## config.mk

```make
export PLATFORM = sky130hd
export DESIGN_NAME = pf_bank_issue_arb
export DESIGN_NICKNAME = d
export VERILOG_FILES = /design/src/rtl/pf_issue_pkg.sv /design/src/rtl/pf_bank_fifo.sv /design/src/rtl/bank_occ_ctr.sv /design/src/rtl/pf_accuracy_tracker.sv /design/src/rtl/min_occ_picker.sv /design/src/rtl/pf_bank_issue_arb.sv
export SDC_FILE = /design/constraint.sdc
export NUM_CORES = 1
export LEC_CHECK = 0
export BUFFER_PORTS_ARGS = -buffer_cell sky130_fd_sc_hd__buf_2
export CAP_MARGIN = 20
export CORE_ASPECT_RATIO = 0.75
export CORE_MARGIN = 2
export CORE_UTILIZATION = 45
export CTS_BUF_LIST = sky130_fd_sc_hd__clkbuf_8
export CTS_CLUSTER_DIAMETER = 80
export DETAILED_ROUTE_END_ITERATION = 16
export PLACE_DENSITY = 0.74
export SYNTH_ARGS = -nofsm -noshare
export SYNTH_HDL_FRONTEND = slang
export SYNTH_HIERARCHICAL = 1
export SYNTH_SLANG_ARGS = --single-unit
export TNS_END_PERCENT = 1
```

## constraint.sdc

```tcl
create_clock -name clk -period 8.8 [get_ports clk]
set_input_delay 1.32 -clock clk [delete_from_list [all_inputs] [get_ports clk]]
set_output_delay 1.32 -clock clk [all_outputs]
set_load 0.05 [all_outputs]
```

## src/rtl/pf_issue_pkg.sv

```systemverilog
package pf_issue_pkg;
  typedef enum logic [1:0] {
    ACC_LOW  = 2'd0,
    ACC_MID  = 2'd1,
    ACC_HIGH = 2'd2
  } acc_level_e;
endpackage

```

## src/rtl/pf_bank_fifo.sv

```systemverilog
module pf_bank_fifo #(
  parameter int DEPTH = 4,
  parameter int DW    = 32
) (
  input  logic          clk,
  input  logic          rst,
  input  logic          push,
  input  logic [DW-1:0] din,
  input  logic          pop,
  output logic [DW-1:0] dout,
  output logic          full,
  output logic          empty
);
  localparam int AW = (DEPTH > 1) ? $clog2(DEPTH) : 1;

  logic [DW-1:0] mem [DEPTH];
  logic [AW-1:0] wp, rp;
  logic [AW:0]   cnt;

  // storage without reset so it can map onto RAM
  always_ff @(posedge clk) begin
    if (push) mem[wp] <= din;
  end

  always_ff @(posedge clk) begin
    if (rst) begin
      wp  <= '0;
      rp  <= '0;
      cnt <= '0;
    end else begin
      if (push) wp <= wp + AW'(1);
      if (pop)  rp <= rp + AW'(1);
      case ({push, pop})
        2'b10:   cnt <= cnt + (AW+1)'(1);
        2'b01:   cnt <= cnt - (AW+1)'(1);
        default: cnt <= cnt;
      endcase
    end
  end

  assign dout  = mem[rp];
  assign full  = (cnt == (AW+1)'(DEPTH));
  assign empty = (cnt == '0);


  push_full_chk: assert property (@(posedge clk) disable iff (rst) push |-> !full);

  pop_empty_chk: assert property (@(posedge clk) disable iff (rst) pop |-> !empty);
endmodule

```

## src/rtl/bank_occ_ctr.sv

```systemverilog
module bank_occ_ctr #(
  parameter int MAXV = 32,
  parameter int W    = 6
) (
  input  logic         clk,
  input  logic         rst,
  input  logic         inc,
  input  logic         dec,
  output logic [W-1:0] occ
);
  always_ff @(posedge clk) begin
    if (rst) begin
      occ <= '0;
    end else begin
      case ({inc, dec})
        2'b10:   if (occ != W'(MAXV)) occ <= occ + W'(1);
        2'b01:   if (occ != '0)       occ <= occ - W'(1);
        default: occ <= occ;
      endcase
    end
  end


  occ_inc_chk: assert property (@(posedge clk) disable iff (rst)
    (inc && !dec && occ < W'(MAXV)) |=> occ == $past(occ) + W'(1));

  occ_pair_chk: assert property (@(posedge clk) disable iff (rst)
    (inc && dec) |=> $stable(occ));

  occ_cap_chk: assert property (@(posedge clk) disable iff (rst) occ <= W'(MAXV));
endmodule

```

## src/rtl/pf_accuracy_tracker.sv

```systemverilog
module pf_accuracy_tracker
  import pf_issue_pkg::*;
#(
  parameter int PERIOD   = 100000,
  parameter int PCT_MID  = 40,
  parameter int PCT_HIGH = 85
) (
  input  logic       clk,
  input  logic       rst,
  input  logic       useful,
  input  logic       issued,
  output acc_level_e level
);
  localparam int PW = (PERIOD > 1) ? $clog2(PERIOD) : 1;
  localparam int CW = $clog2(PERIOD + 1);
  localparam int MW = CW + 7;

  logic [PW-1:0] per_cnt;
  logic [CW-1:0] u_cnt, i_cnt, u_nx, i_nx;
  logic [MW-1:0] u_sc, i_mid, i_high;
  logic          tick;

  assign tick   = (per_cnt == PW'(PERIOD - 1));
  assign u_nx   = u_cnt + CW'(useful);
  assign i_nx   = i_cnt + CW'(issued);
  assign u_sc   = MW'(u_nx) * MW'(100);
  assign i_mid  = MW'(i_nx) * MW'(PCT_MID);
  assign i_high = MW'(i_nx) * MW'(PCT_HIGH);

  always_ff @(posedge clk) begin
    if (rst) begin
      per_cnt <= '0;
      u_cnt   <= '0;
      i_cnt   <= '0;
      level   <= ACC_LOW;
    end else begin
      per_cnt <= tick ? '0 : per_cnt + PW'(1);
      if (tick) begin
        u_cnt <= '0;
        i_cnt <= '0;
        if (i_nx != '0) begin
          if (u_sc >= i_high)     level <= ACC_HIGH;
          else if (u_sc >= i_mid) level <= ACC_MID;
          else                    level <= ACC_LOW;
        end
      end else begin
        u_cnt <= u_nx;
        i_cnt <= i_nx;
      end
    end
  end


  level_hold_chk: assert property (@(posedge clk) disable iff (rst)
    !tick |=> $stable(level));
endmodule

```

## src/rtl/min_occ_picker.sv

```systemverilog
module min_occ_picker #(
  parameter int NB = 4,
  parameter int OW = 6,
  parameter int BW = 2
) (
  input  logic [OW-1:0] occ [NB],
  input  logic [NB-1:0] has_head,
  input  logic [OW-1:0] thr,
  output logic          found,
  output logic [BW-1:0] idx
);
  logic [OW-1:0] best;

  // strict less-than keeps the lowest index on ties
  always_comb begin
    found = 1'b0;
    idx   = '0;
    best  = '0;
    for (int b = 0; b < NB; b++) begin
      if (has_head[b] && (occ[b] <= thr) && (!found || (occ[b] < best))) begin
        found = 1'b1;
        idx   = BW'(b);
        best  = occ[b];
      end
    end
  end
endmodule

```

## src/rtl/pf_bank_issue_arb.sv

```systemverilog
module pf_bank_issue_arb
  import pf_issue_pkg::*;
#(
  parameter int NUM_BANKS     = 4,
  parameter int FIFO_DEPTH    = 4,
  parameter int ADDR_W        = 32,
  parameter int MSHR_ENTRIES  = 32,
  parameter int SAMPLE_PERIOD = 100000,
  parameter int THR_LOW       = 1,
  parameter int THR_MID       = 7,
  parameter int THR_HIGH      = 27,
  localparam int BANK_W = (NUM_BANKS > 1) ? $clog2(NUM_BANKS) : 1
) (
  input  logic                 clk,
  input  logic                 rst,
  input  logic                 pf_valid,
  input  logic [BANK_W-1:0]    pf_bank,
  input  logic [ADDR_W-1:0]    pf_addr,
  output logic                 pf_ready,
  input  logic [NUM_BANKS-1:0] alloc_vec,
  input  logic [NUM_BANKS-1:0] free_vec,
  input  logic                 useful_pulse,
  input  logic                 issued_pulse,
  output logic                 out_valid,
  output logic [BANK_W-1:0]    out_bank,
  output logic [ADDR_W-1:0]    out_addr,
  input  logic                 out_ready
);
  localparam int OW = $clog2(MSHR_ENTRIES + 1);
  localparam int SW = OW + BANK_W + 1;

  logic [ADDR_W-1:0]    head [NUM_BANKS];
  logic [OW-1:0]        occ  [NUM_BANKS];
  logic [NUM_BANKS-1:0] full_vec, empty_vec, push_vec, pop_vec;
  logic [SW-1:0]        occ_total;
  logic [OW-1:0]        thr;
  acc_level_e           level;
  logic                 found, load_en, mshr_full;
  logic [BANK_W-1:0]    pick_idx;

  // per-bank queue and outstanding counter
  for (genvar b = 0; b < NUM_BANKS; b++) begin : g_bank
    assign push_vec[b] = pf_valid && pf_ready && (pf_bank == BANK_W'(b));
    assign pop_vec[b]  = load_en && (pick_idx == BANK_W'(b));

    pf_bank_fifo #(.DEPTH(FIFO_DEPTH), .DW(ADDR_W)) u_fifo (
      .clk   (clk),
      .rst   (rst),
      .push  (push_vec[b]),
      .din   (pf_addr),
      .pop   (pop_vec[b]),
      .dout  (head[b]),
      .full  (full_vec[b]),
      .empty (empty_vec[b])
    );

    bank_occ_ctr #(.MAXV(MSHR_ENTRIES), .W(OW)) u_occ (
      .clk (clk),
      .rst (rst),
      .inc (alloc_vec[b]),
      .dec (free_vec[b]),
      .occ (occ[b])
    );
  end

  always_comb begin
    pf_ready = 1'b0;
    for (int b = 0; b < NUM_BANKS; b++) begin
      if (pf_bank == BANK_W'(b)) pf_ready = !full_vec[b];
    end
  end

  always_comb begin
    occ_total = '0;
    for (int b = 0; b < NUM_BANKS; b++) occ_total = occ_total + SW'(occ[b]);
  end
  assign mshr_full = (occ_total >= SW'(MSHR_ENTRIES));

  pf_accuracy_tracker #(.PERIOD(SAMPLE_PERIOD), .PCT_MID(40), .PCT_HIGH(85)) u_acc (
    .clk    (clk),
    .rst    (rst),
    .useful (useful_pulse),
    .issued (issued_pulse),
    .level  (level)
  );

  always_comb begin
    case (level)
      ACC_HIGH: thr = OW'(THR_HIGH);
      ACC_MID:  thr = OW'(THR_MID);
      default:  thr = OW'(THR_LOW);
    endcase
  end

  min_occ_picker #(.NB(NUM_BANKS), .OW(OW), .BW(BANK_W)) u_pick (
    .occ      (occ),
    .has_head (~empty_vec),
    .thr      (thr),
    .found    (found),
    .idx      (pick_idx)
  );

  assign load_en = (!out_valid || out_ready) && found && !mshr_full;

  always_ff @(posedge clk) begin
    if (rst) begin
      out_valid <= 1'b0;
      out_bank  <= '0;
      out_addr  <= '0;
    end else if (load_en) begin
      out_valid <= 1'b1;
      out_bank  <= pick_idx;
      out_addr  <= head[pick_idx];
    end else if (out_ready) begin
      out_valid <= 1'b0;
    end
  end


  out_hold_chk: assert property (@(posedge clk) disable iff (rst)
    (out_valid && !out_ready) |=> (out_valid && $stable(out_bank) && $stable(out_addr)));

  mshr_full_chk: assert property (@(posedge clk) disable iff (rst)
    (mshr_full && !out_valid) |=> !out_valid);

  pick_thr_chk: assert property (@(posedge clk) disable iff (rst)
    load_en |-> (occ[pick_idx] <= thr));
endmodule

```

==> metrics.txt, run 1 <==
post-synth cell types=89; pre-CTS WS=0.247 ns; status=finished, final reports clean; clock root buffer=clkbuf_8; Required @ worst endpoint=9.45 ns; final hold vios=0; critical path class=reg -> reg; Power Density=224 nW/um2; Pins Over Slew Limit=0; RSZ-0062 raised after global routing=no; Post-DRT Antenna Nets=0; max cap viols=0; gr usage total=19.6%; Yosys warnings=6; Worst Path Arrival=8.96 ns; slowest stage delay, CP=0.56 ns; sequential standard cell area=18300 um2; post-DP HPWL=47800 um; number of top-level pins=84; Clock Latency Late Sink=0.73 ns; most common flop cell mapped by yosys=edfxtp_1; Initial DRT Pass Iterations=6; most frequent cell after synthesis=edfxtp_1; #FFs+latches synth=660; maximum buffer depth of the clock tree=3; Leakage=14.6 nW; fmax=120 MHz; htree depth=3; Vias/cell=5.58; area leader, netlist=edfxtp_1; # setup viols final=0; cell area after synthesis=34100 um2; area share of the largest cell type after synthesis=45.0%; clock-pin slew on the worst setup and hold paths=0.07 ns; Avg Cell Area, Syn=14.2 um2; period utilization=94.4%; final net count=2903; Worst Setup End Kind=flip-flop; Hold Slack=0.460 ns; most used cell, CP=ha_1; commonest cells in the netlist=512 x edfxtp_1, 246 x ha_1, 235 x inv_1; die width=322 um; Crit path max-delay family=compound AO/OA/AOI/OAI gates; Die Height=243 um; clk sink count=660; Port Buffer Count=83; Buf/Inv on CP=6; GRT overflow=0; Worst Path Max Fanout=6; Filler cells=6095; Starting Density=45.5%; # DRC=0; VDD IR max=0.000228 V; vias post-DR=20200; CTS tree=yes; initial antenna violation count=11; Rows=87; Slowest-stage cell, CP=or4b_1; DR iter-0 viols=1922; Core Area=75100 um2; largest net degree at the start of global routing=61; WL final=76500 um; GP Congestion=0.868; share of layout cells above drive strength 1=19.8%; cts bufs inserted=98; Multi-input gate area=14500 um2; Post-synth EDFFs=512; Clock Skews=0.0350 ns; Avg WL per Cell=21.1 um; worst min path class=reg -> reg; first-pass GRT wire length=117000 um; die area=78100 um2; post-synthesis sequential area ratio=53.7%; worst slew pin tran=1.14 ns; top cells by area, synth=edfxtp_1 45%, mux4_2 10%, ha_1 9.0%; slew margin rel.=24.2%; fraction of registers with async set/reset=0%; number of global-route vias before repair=20700; final setup TNS=0 ns; crit path setup slack, layout=0.496 ns; Post-Syn Instances=2404; Area Growth Syn to Fin=10.8%; Tmin final=8.30 ns; crit path launch type=flip-flop
-- report_power, final --
group	leakage (nW)	internal, W	switching [W]	total, W
combinational	7.63	0.000998	0.00127	0.00227
clock	1.18	0.00136	0.00125	0.00261
sequential	5.83	0.00348	0.000122	0.00361
-- repair_timing --
item / 4_1_cts / 5_1_grt
buffers inserted: 0 / 2
endpoints found under the hold margin: 0 / 0
endpoints found under the setup margin: 0 / 7
gates resized for setup: 0 / 12
hold buffers: 0 / 0
-- cell families (layout without fill, tap and decap cells) --
| family | Yosys count | count (layout) | synth area share (%) |
|---|---|---|---|
| flops | 660 | 660 | 53.7 |
| simple gates | 538 | 538 | 8.63 |
| buf+inv | 306 | 536 | 4.20 |
| fa+ha+maj | 300 | 300 | 12.2 |
| compound gates | 256 | 256 | 5.53 |
| mux | 225 | 225 | 12.7 |
| xor+xnor | 117 | 117 | 3.07 |
| other cells | 2 | 9 | 0.0220 |
-- cells in the final DEF, fill, tap and decap left out, types with 37 or more instances in the layout --
master,count
fa_1,54
nor2_1,155
xnor2_1,67
nand2_1,56
buf_2,82
ha_1,246
mux2i_1,43
a21o_1,37
a21oi_1,75
dfxtp_1,140
clkbuf_8,104
nand2b_1,84
mux4_2,153
edfxtp_1,512
inv_1,264
nand3_1,40
xor2_1,47
-- path summary, 6_finish.rpt --
kind / from / endpoint / slack (ns) / cells past startpoint
setup reg to reg: u_acc/level[0] / g_bank[2].u_fifo/cnt[2] / 0.50 / 38
hold reg to reg: u_acc/per_cnt[0] / u_acc/per_cnt[0] / 0.46 / 1
hold / removal: u_acc/per_cnt[0] / u_acc/per_cnt[0] / 0.46 / 1
setup / recovery: u_acc/level[0] / g_bank[2].u_fifo/cnt[2] / 0.50 / 38
-- stage by stage --
stage / total power (W) / instance area, um2 / instances / utilization, %
2_1_floorplan: 0.00539 / 34200 / 2407 / -
4_1_cts: 0.00851 / 37600 / 3605 / 50.0
5_1_grt: 0.00887 / 37800 / 3618 / 50.4
3_3_place_gp: 0.00582 / 35500 / 3421 / 47.2
6_report: 0.00848 / 37800 / 3620 / 50.4
3_5_place_dp: 0.00590 / 35500 / 3423 / 47.3
-- sequential cells by signal, indices dropped and copies added (netlist names), named ones only --
register           count
g_bank.u_fifo/wp       8
u_acc/u_cnt           17
out_addr              32
out_bank               2
u_acc/level            2
g_bank.u_fifo/cnt     12
g_bank.u_fifo/rp       8
g_bank.u_fifo/mem    512
u_acc/per_cnt         17
g_bank.u_occ/occ      24
u_acc/i_cnt           17
out_valid              1
-- final cells by class --
type	count	area share, %
Antenna cell	4	0.0265
Clock buffer	104	3.78
Clock inverter	78	1.67
Inverter	235	2.33
Multi-Input combinational cell	1441	38.3
Sequential cell	660	48.5
Tap cell	979	3.24
Timing Repair Buffer	119	2.15
-- layer usage --
metal | GRT usage [%] | vias up | part of all wire [%]
met5 | 0 | - | 0.080
met4 | 5.65 | 10 | 2.1
met3 | 4.01 | 144 | 7.3
met2 | 31.7 | 719 | 47
met1 | 26.9 | 10100 | 43
li1 | - | 9224 | -
Note: power is estimated with default switching activity, not from simulation.
==> run 2: changes to the inputs <==
==> constraint.sdc (replaced) <==
create_clock -name clk -period 8.8 [get_ports clk]
set_input_delay 1.76 -clock clk [delete_from_list [all_inputs] [get_ports clk]]
set_output_delay 1.76 -clock clk [all_outputs]
set_load 0.05 [all_outputs]
==> metrics.txt, run 2 (same netlist as run 1, synthesis figures left out) <==
crit path capture=g_bank[2].u_fifo/cnt[2] (unchanged); Most flops, register=g_bank.u_fifo/mem (unchanged); slowest stage delay, CP=0.51 ns (was 0.56 ns); Initial DRT Pass Iterations=5 (was 6); Worst Path Max Fanout=10 (was 6); switch share=31.4% (was 31.1%); share of layout cells above drive strength 1=19.3% (was 19.8%); DP Cell Count=3426 (was 3423); clock root buffer=clkbuf_8 (unchanged); Die Height=243 um (unchanged); crit path launch type=flip-flop (unchanged); placed instance area=35500 um2 (about the same); htree depth=3 (unchanged); final net count=2913 (was 2903); Leakage=14.7 nW (was 14.6 nW); Clock Skews=0.0349 ns (was 0.0350 ns); DR iter-0 viols=1778 (was 1922); crit path setup slack, layout=0.480 ns (was 0.496 ns); status=finished, final reports clean (unchanged); final hold vios=0 (unchanged); final setup TNS=0 ns (unchanged); VDD IR max=0.000207 V (was 0.000228 V); most frequent cells in the layout=512 x edfxtp_1, 282 x inv_1, 246 x ha_1, 155 x nor2_1, 153 x mux4_2 (was 512 x edfxtp_1, 264 x inv_1, 246 x ha_1, 155 x nor2_1, 153 x mux4_2); Slowest-stage cell, CP=or4b_4 (was or4b_1); pre-CTS WS=0.0715 ns (was 0.247 ns); die width=322 um (unchanged); WL final=76100 um (was 76500 um); critical path class=reg -> reg (unchanged); number of top-level pins=84 (unchanged); Non-Filler Instances=3631 (was 3620); Core Area=75100 um2 (unchanged); Pins Over Slew Limit=0 (unchanged); gr usage total=19.6% (about the same); Tmin final=8.32 ns (was 8.30 ns); reg2reg end=g_bank[2].u_fifo/cnt[2] (unchanged); launching point of the worst reg2reg path=u_acc/level[0] (unchanged); Worst setup startpoint=u_acc/level[0] (unchanged); worst slew pin tran=1.12 ns (was 1.14 ns); fmax=120 MHz (about the same); GP Congestion=0.886 (was 0.868); die area=78100 um2 (unchanged); R2R cell count=40 (was 38); max cap viols=0 (unchanged); Psw=0.00262 W (was 0.00264 W); Worst Path Arrival=8.94 ns (was 8.96 ns); clock-pin slew on the worst setup and hold paths=0.06 ns (was 0.07 ns); Post-CTS Hold Fix Bufs=0 (unchanged); Worst Setup End Kind=flip-flop (unchanged); # DRC=0 (unchanged); Vias/cell=5.55 (was 5.58); Filler cells=6118 (was 6095); first-pass GRT wire length=117000 um (about the same); CTS tree=yes (unchanged); clk sink count=660 (unchanged); worst min path class=reg -> reg (unchanged); Post-DRT Antenna Nets=0 (unchanged); Final Cell Area=37800 um2 (about the same); number of flip-flops in the largest register=512 (unchanged); slew margin rel.=25.1% (was 24.2%); cts bufs inserted=99 (was 98); vias post-DR=20100 (was 20200); flop-to-flop setup slack=0.48 ns (was 0.50 ns); maximum buffer depth of the clock tree=3 (unchanged); Avg WL per Cell=21.0 um (was 21.1 um); Port Buffer Count=83 (unchanged); Rows=87 (unchanged); combinational power share=27.9% (was 26.7%); Starting Density=45.5% (unchanged); largest net degree at the start of global routing=86 (was 61); Multi-input gate area=14500 um2 (about the same); sequential standard cell area=18300 um2 (unchanged); Required @ worst endpoint=9.42 ns (was 9.45 ns); number of global-route vias before repair=20900 (was 20700); period utilization=94.5% (was 94.4%); Area Growth Syn to Fin=10.6% (was 10.8%); largest registers=g_bank.u_fifo/mem: 512 flops, out_addr: 32 flops, g_bank.u_occ/occ: 24 flops (unchanged); Clk network pwr share=28.9% (was 30.7%); GRT overflow=0 (unchanged); initial antenna violation count=11 (unchanged); Internal Pwr Total=0.00571 W (was 0.00584 W); Hold Slack=0.461 ns (was 0.460 ns); post-DP HPWL=47600 um (was 47800 um); commonest non-fill, non-tap cell in the layout=edfxtp_1 (unchanged); Clock Latency Late Sink=0.73 ns (about the same); Power Density=220 nW/um2 (was 224 nW/um2); # setup viols final=0 (unchanged); Flop pwr share=43.2% (was 42.5%)
==> run 2: layout make-up <==
cell class,count,share of cell area (%)
flip-flops and latches,660,48.6
multi-input cells,1441,38.3
clock buffers,111,4.05
well taps,979,3.24
repair buffers,128,2.40
inverters,235,2.34
clock inverters,73,1.04
diodes,4,0.0265
==> run 2: timing repair <==
action / CTS / global route
endpoints found under the setup margin: 0 / 42
buffers inserted: 0 / 7
resized for setup: 0 / 11
==> run 2: power groups by stage <==
stage          Sequential [W]  Combinational, W  Clock [W]
2_1_floorplan         0.00376           0.00163          0
3_3_place_gp          0.00367           0.00217          0
3_5_place_dp          0.00368           0.00224          0
4_1_cts               0.00361           0.00225    0.00247
5_1_grt               0.00360           0.00250    0.00260
6_report              0.00359           0.00232    0.00241
==> run 2: how the worst min path moves through the flow <==
stage                                start               end  slack, ns  cells after the start
after detailed placement  u_acc/per_cnt[0]  u_acc/per_cnt[0]       0.45                      1
after global placement    u_acc/per_cnt[0]  u_acc/per_cnt[0]       0.43                      1
after CTS                 u_acc/per_cnt[0]  u_acc/per_cnt[0]       0.46                      1
after global routing      u_acc/per_cnt[0]  u_acc/per_cnt[0]       0.48                      1
after floorplan           u_acc/per_cnt[0]  u_acc/per_cnt[0]       0.42                      1
final                     u_acc/per_cnt[0]  u_acc/per_cnt[0]       0.46                      1
==> run 2: metal layers <==
metal	vias up	GRT usage, %	share of wire [%]
met1	10200	26.1	43
met3	114	4.14	6.2
met2	633	32.6	49
met4	8	5.06	1.8
li1	9240	-	-
met5	-	0	0.074
==> run 2: critical path, delay by kind of cell, from the launching register on <==
kind / cells / cell delay, ns
compound gates: 16 / 3.02
xor+xnor: 1 / 0.15
fa+ha+maj: 7 / 2.11
buf+inv: 7 / 0.76
flops: 1 / 0.35
mux: 1 / 0.28
simple gates: 8 / 1.56
==> run 2: through the flow <==
stage               total power (W)  util [%]
finish                      0.00832      50.3
global route                0.00870      50.3
CTS                         0.00834      49.9
detailed placement          0.00592      47.3
global placement            0.00584      47.3
floorplan                   0.00539         -
